<file path="src/rtl/tseq_pkg.sv">
package tseq_pkg;

  localparam int STATE_W = 3;
  // Highest state count that still ends the cycle after T3 / after T4.
  localparam int EXIT_AT_T3 = 3;
  localparam int EXIT_AT_T4 = 4;

  typedef enum logic [STATE_W-1:0] {
    ST_T1   = 3'd0,
    ST_T2   = 3'd1,
    ST_TW   = 3'd2,
    ST_T3   = 3'd3,
    ST_T4   = 3'd4,
    ST_T5   = 3'd5,
    ST_HALT = 3'd6,
    ST_HOLD = 3'd7
  } tState_e;

  // Tick-qualified strobes from control to the flag datapath.
  typedef struct packed {
    logic cycleEnd;
    logic haltEntry;
    logic haltWake;
    logic holdFromHalt;
    logic holdExit;
  } tStrobe_t;

endpackage

</file>
<file path="src/rtl/tseq_ctrl.sv">
module tseq_ctrl
  import tseq_pkg::*;
#(
  parameter int CNT_W = 3
) (
  input  logic             clk,
  input  logic             rst,
  input  logic             tick,
  input  logic             ready,
  input  logic             holdReq,
  input  logic             intReq,
  input  logic             intEnable,
  input  logic [CNT_W-1:0] stateCount,
  input  logic             haltPend,
  input  logic             returnHalt,
  output tState_e          state,
  output tStrobe_t         strobe
);

  localparam logic [CNT_W-1:0] LIM_T3 = CNT_W'(EXIT_AT_T3);
  localparam logic [CNT_W-1:0] LIM_T4 = CNT_W'(EXIT_AT_T4);

  tState_e stateQ, stateD;
  logic    cycleDone;
  logic    intWake;

  assign intWake = intReq && intEnable;

  always_comb begin
    stateD    = stateQ;
    cycleDone = 1'b0;
    case (stateQ)
      ST_T1:   stateD = ST_T2;
      ST_T2: begin
        if (haltPend)    stateD = ST_HALT;
        else if (!ready) stateD = ST_TW;
        else             stateD = ST_T3;
      end
      ST_TW:   if (ready) stateD = ST_T3;
      ST_T3: begin
        if (stateCount <= LIM_T3) cycleDone = 1'b1;
        else                      stateD = ST_T4;
      end
      ST_T4: begin
        if (stateCount <= LIM_T4) cycleDone = 1'b1;
        else                      stateD = ST_T5;
      end
      ST_T5:   cycleDone = 1'b1;
      ST_HALT: begin
        if (holdReq)      stateD = ST_HOLD;
        else if (intWake) stateD = ST_T1;
      end
      ST_HOLD: if (!holdReq) stateD = returnHalt ? ST_HALT : ST_T1;
      default: stateD = ST_T1;
    endcase
    if (cycleDone) stateD = holdReq ? ST_HOLD : ST_T1;
  end

  always_comb begin
    strobe              = '0;
    strobe.cycleEnd     = tick && cycleDone;
    strobe.haltEntry    = tick && (stateQ == ST_T2) && haltPend;
    strobe.haltWake     = tick && (stateQ == ST_HALT) && !holdReq && intWake;
    strobe.holdFromHalt = tick && (stateQ == ST_HALT) && holdReq;
    strobe.holdExit     = tick && (stateQ == ST_HOLD) && !holdReq;
  end

  always_ff @(posedge clk) begin
    if (rst)       stateQ <= ST_T1;
    else if (tick) stateQ <= stateD;
  end

  assign state = stateQ;

endmodule

</file>
<file path="src/rtl/tseq_flags.sv">
module tseq_flags
  import tseq_pkg::*;
(
  input  logic     clk,
  input  logic     rst,
  input  tStrobe_t strobe,
  input  logic     lastCycle,
  input  logic     intReq,
  input  logic     intEnable,
  input  logic     haltInstr,
  output logic     intCycle,
  output logic     haltPend,
  output logic     returnHalt
);

  logic intCycleQ, haltPendQ, returnHaltQ;

  always_ff @(posedge clk) begin
    if (rst) begin
      intCycleQ   <= 1'b0;
      haltPendQ   <= 1'b0;
      returnHaltQ <= 1'b0;
    end else begin
      if (strobe.cycleEnd) begin
        intCycleQ <= lastCycle && intReq && intEnable;
        haltPendQ <= haltInstr;
      end
      if (strobe.haltEntry) begin
        haltPendQ <= 1'b0;
        intCycleQ <= 1'b0;
      end
      if (strobe.haltWake)     intCycleQ   <= 1'b1;
      if (strobe.holdFromHalt) returnHaltQ <= 1'b1;
      if (strobe.holdExit)     returnHaltQ <= 1'b0;
    end
  end

  assign intCycle   = intCycleQ;
  assign haltPend   = haltPendQ;
  assign returnHalt = returnHaltQ;

endmodule

</file>
<file path="src/rtl/tstate_sequencer.sv">
module tstate_sequencer
  import tseq_pkg::*;
#(
  parameter int CNT_W = 3
) (
  input  logic             clk,
  input  logic             rst,
  input  logic             tick,
  input  logic             ready,
  input  logic             holdReq,
  input  logic             intReq,
  input  logic             intEnable,
  input  logic             lastCycle,
  input  logic             haltInstr,
  input  logic [CNT_W-1:0] stateCount,
  output logic [STATE_W-1:0] state,
  output logic             sync,
  output logic             hlda,
  output logic             haltAck,
  output logic             busFloat,
  output logic             intCycle,
  output logic             pcIncEn
);

  tState_e  curState;
  tStrobe_t strobe;
  logic     haltPend, returnHalt;

  tseq_ctrl #(.CNT_W(CNT_W)) ctrl_i (
    .clk        (clk),
    .rst        (rst),
    .tick       (tick),
    .ready      (ready),
    .holdReq    (holdReq),
    .intReq     (intReq),
    .intEnable  (intEnable),
    .stateCount (stateCount),
    .haltPend   (haltPend),
    .returnHalt (returnHalt),
    .state      (curState),
    .strobe     (strobe)
  );

  tseq_flags flags_i (
    .clk        (clk),
    .rst        (rst),
    .strobe     (strobe),
    .lastCycle  (lastCycle),
    .intReq     (intReq),
    .intEnable  (intEnable),
    .haltInstr  (haltInstr),
    .intCycle   (intCycle),
    .haltPend   (haltPend),
    .returnHalt (returnHalt)
  );

  assign state    = curState;
  assign sync     = (curState == ST_T1);
  assign hlda     = (curState == ST_HOLD);
  assign haltAck  = (curState == ST_HALT);
  assign busFloat = (curState == ST_HOLD) || (curState == ST_HALT);
  assign pcIncEn  = (curState == ST_T1) && !intCycle;

endmodule

</file>
<file path="config.mk">
export PLATFORM = sky130hd
export DESIGN_NAME = tstate_sequencer
export DESIGN_NICKNAME = d
export VERILOG_FILES = /design/src/rtl/tseq_pkg.sv /design/src/rtl/tseq_ctrl.sv /design/src/rtl/tseq_flags.sv /design/src/rtl/tstate_sequencer.sv
export SDC_FILE = /design/constraint.sdc
export NUM_CORES = 1
export LEC_CHECK = 0
export CAP_MARGIN = 20
export CORE_MARGIN = 2
export CORE_UTILIZATION = 40
export CTS_CLUSTER_SIZE = 12
export DETAILED_ROUTE_END_ITERATION = 12
export DONT_BUFFER_PORTS = 1
export PLACE_DENSITY = 0.58
export RECOVER_POWER = 50
export SYNTH_ARGS = -nofsm -noshare
export SYNTH_HDL_FRONTEND = slang
export SYNTH_SLANG_ARGS = --single-unit
</file>
<file path="constraint.sdc">
create_clock -name clk -period 1.9 [get_ports clk]
set_input_delay 0.38 -clock clk [delete_from_list [all_inputs] [get_ports clk]]
set_output_delay 0.38 -clock clk [all_outputs]
set_load 0.1 [all_outputs]
</file>
==> summary.txt <==
Cells and area
  – Fraction of layout cells with a size suffix above 1: 32.5%
  – Final instance area: 681 um2
  – Area taken by multi-input logic gates: 383 um2
  – Filler Cell Count: 127
  – Ant. Diodes: 0
  – FF/Latch Area: 129 um2
  – Layout Cells excl Fill: 92
  – Layout overhead on the synthesized area: 30.1%
  – Fin nets: 90

Timing
  – Final setup violating endpoints: 0
  – Worst-Margin Slew: 562 ps
  – FMAX: 584 MHz
  – RSZ-0062 raised after global routing: false
  – Slew Viols, Final: 0
  – Setup Skew: 4.77 ps
  – Max-Slew Margin vs Limit: 62.5%
  – Final Critical Period: 1710 ps
  – Tcrit/Tclk final: 90.1%
  – Final Hold Viols: 0

Worst hold path
  – Hold crit path type: input port to flop
  – Worst Hold Depth: 1
  – WHS Endpoint: ctrl_i.state[0]$_SDFFE_PP0P_
  – Min-delay src: rst

Outcome
  – Status: finished, final reports clean

Critical path
  – Max incr delay on CP: 510 ps
  – Worst EP required: 1520 ps
  – Reg2reg setup slack: 230 ps
  – Buf/Inv on CP: 1
  – Reg2reg end: ctrl_i.state[0]$_SDFFE_PP0P_
  – CP startpoint: ctrl_i.state[1]$_SDFFE_PP0P_
  – Top delay family on crit path: flip-flops
  – Crit-path cells: nand2_1 -> nor2_4 -> buf_12
  – Critical path endpoint category: output port
  – Critical path class: flop to output port
  – Worst reg2reg startpoint: ctrl_i.state[1]$_SDFFE_PP0P_
  – Slowest-stage cell, CP: dfxtp_2
  – Largest fanout on the critical path: 15
  – Crit path DAT: 1330 ps
  – CP startpoint kind: flop
  – Worst reg-to-reg path cell count: 5

Placed design
  – PortBufs: 0
  – Placed Area: 667 um2
  – RD Place Congestion: 0.887
  – HPWL after DPL: 893 um
  – Placed Cells incl. Taps: 88

Clock tree
  – Clock H-tree levels: 1
  – CTS max path bufs: 2
  – Hold-fix buffers, CTS: 0
  – Clk pin slew, worst setup/hold paths: 50 ps
  – Setup bufs post-CTS: 0
  – Cts repair resizes: 0
  – CTS Buf Count: 3
  – CTS tree: done
  – Clk_lat worst skew: 240 ps
  – CTS Root Cell: clkbuf_4
  – CTS sink cnt: 6

Detailed routing
  – Total number of vias: 513
  – DRT antenna net count: 0
  – Routed Wire Length: 1.19 mm
  – DRC errors left: 0
  – Initial drt markers: 5
  – First-pass iteration count of the detailed router: 4
  – Drt wl/cell: 12.9 um
  – Via density: 5.58

Global route
  – Initial antenna violation count: 0
  – Largest net degree at the start of global routing: 24
  – Vias in the first global route: 461
  – First-pass GRT wire length: 1.95 mm
  – Total GRT Usage: 18.2%
  – Remaining Overflow, GRT: 0

Yosys
  – Cells after Synth: 69
  – Mapped Area: 523 um2
  – Post-synth top cells: a21oi_1 (8), nor2_1 (7), dfxtp_1 (6)
  – Count leader, synth: a21oi_1
  – Number of flops mapped to enable cells by yosys: 0
  – FFs w/ async S/R, synth: 0%
  – YS warnings: 0
  – Library cells used by synthesis: 34
  – Post-synth top area share: 23.0%
  – Cell accounting for the most synthesized area: dfxtp_1
  – Avg Cell Area, Syn: 7.58 um2
  – Seq cells post-synth: 6
  – Post-synth top flop: dfxtp_1
  – Sequential-to-total area share from yosys stat: 23.0%
  – Dominant cells by area after synthesis: dfxtp_1 (23%), a21oi_1 (7.7%), nor2_1 (5.0%)
  – Synth Net Count: 81

Power
  – Pleak: 0.275 nW
  – P per Cell Area: 814 mW/mm2
  – Maximum vdd drop: 407 uV

Die
  – Full die area: 0.00161 mm2
  – Die Span Y: 40.2 um
  – I/O Pins: 21
  – Initial core utilization: 41.8%
  – Core ar.: 0.00125 mm2
  – Die width: 40.2 um
  – Num rows: 13

Job
  – Max-Cap Viols: 0
area by class of cell:
| cell class | count | share of cell area (%) |
|---|---|---|
| multi-input cells | 54 | 56.2 |
| flip-flops and latches | 6 | 18.9 |
| repair buffers | 9 | 15.8 |
| clock buffers | 4 | 3.86 |
| well taps | 15 | 2.76 |
| inverters | 4 | 2.39 |
metal layers:
metal	vias up	global-route usage (%)	wire length, um
li1	272	-	-
met1	226	23.2	551
met4	0	11.2	6
met5	-	0	0
met3	2	3.89	40
met2	13	27.4	587
state kept, by name, summed over array words and instances, names as in the netlist:
name,cells
flags_i.intCycle,1
flags_i.haltPend,1
ctrl_i.state,3
flags_i.returnHalt,1
layout by cell type (no fill, tap or decap), types with 3 or more instances in the layout:
master    Yosys  routed
nand2_1       3       3
nor2_1        7       6
inv_1         3       3
clkbuf_2      0       4
nand3_1       4       4
a21oi_1       8       8
clkbuf_4      0       3
dfxtp_1       6       3
buf_12        0       4
worst register-to-register path: cells and delay by family (launching register included):
family,cells,cell delay (ps)
AO/OA/AOI/OAI,2,430
flip-flops,1,410
buffers and inverters,1,410
AND/OR/NAND/NOR,2,350
worst max-delay path by stage:
stage | end | cells past startpoint
floorplan | pcIncEn | 3
global placement | flags_i.intCycle$_SDFFE_PP0P_ | 5
detailed placement | flags_i.intCycle$_SDFFE_PP0P_ | 5
CTS | haltAck | 3
global route | flags_i.intCycle$_SDFFE_PP0P_ | 5
finish | haltAck | 3
where the power goes:
| part | internal [mW] | switching (mW) | total (mW) |
|---|---|---|---|
| logic | 0.0825 | 0.173 | 0.255 |
| clock network | 0.0793 | 0.0429 | 0.122 |
| registers | 0.136 | 0.0400 | 0.176 |
| total | 0.298 | 0.256 | 0.554 |
through the flow:
step                      utilization (%)  total power, mW  setup slack, ps  setup TNS [ps]  hold WS [ps]
after floorplan                         -            0.392             -466            -691           439
after global placement               53.2            0.437              386               0           442
after detailed placement             53.2            0.439              343               0           447
after CTS                            55.3            0.567              259               0           185
after global routing                 54.3            0.592              115               0           168
final                                54.3            0.554              189               0           195
logic make-up (layout without fill, tap and decap cells):
logic type                after synthesis  in the layout  share of synthesized area [%]
AOI/OAI and AO/OA                      22             22                           29.7
xor gates and xnor gates                1              1                           1.67
buffers and inverters                   9             17                           10.5
DFF                                     6              6                           23.0
muxes                                   2              2                           3.83
and+or+nand+nor                        29             29                           31.3
(Power assumes the default switching activity.)
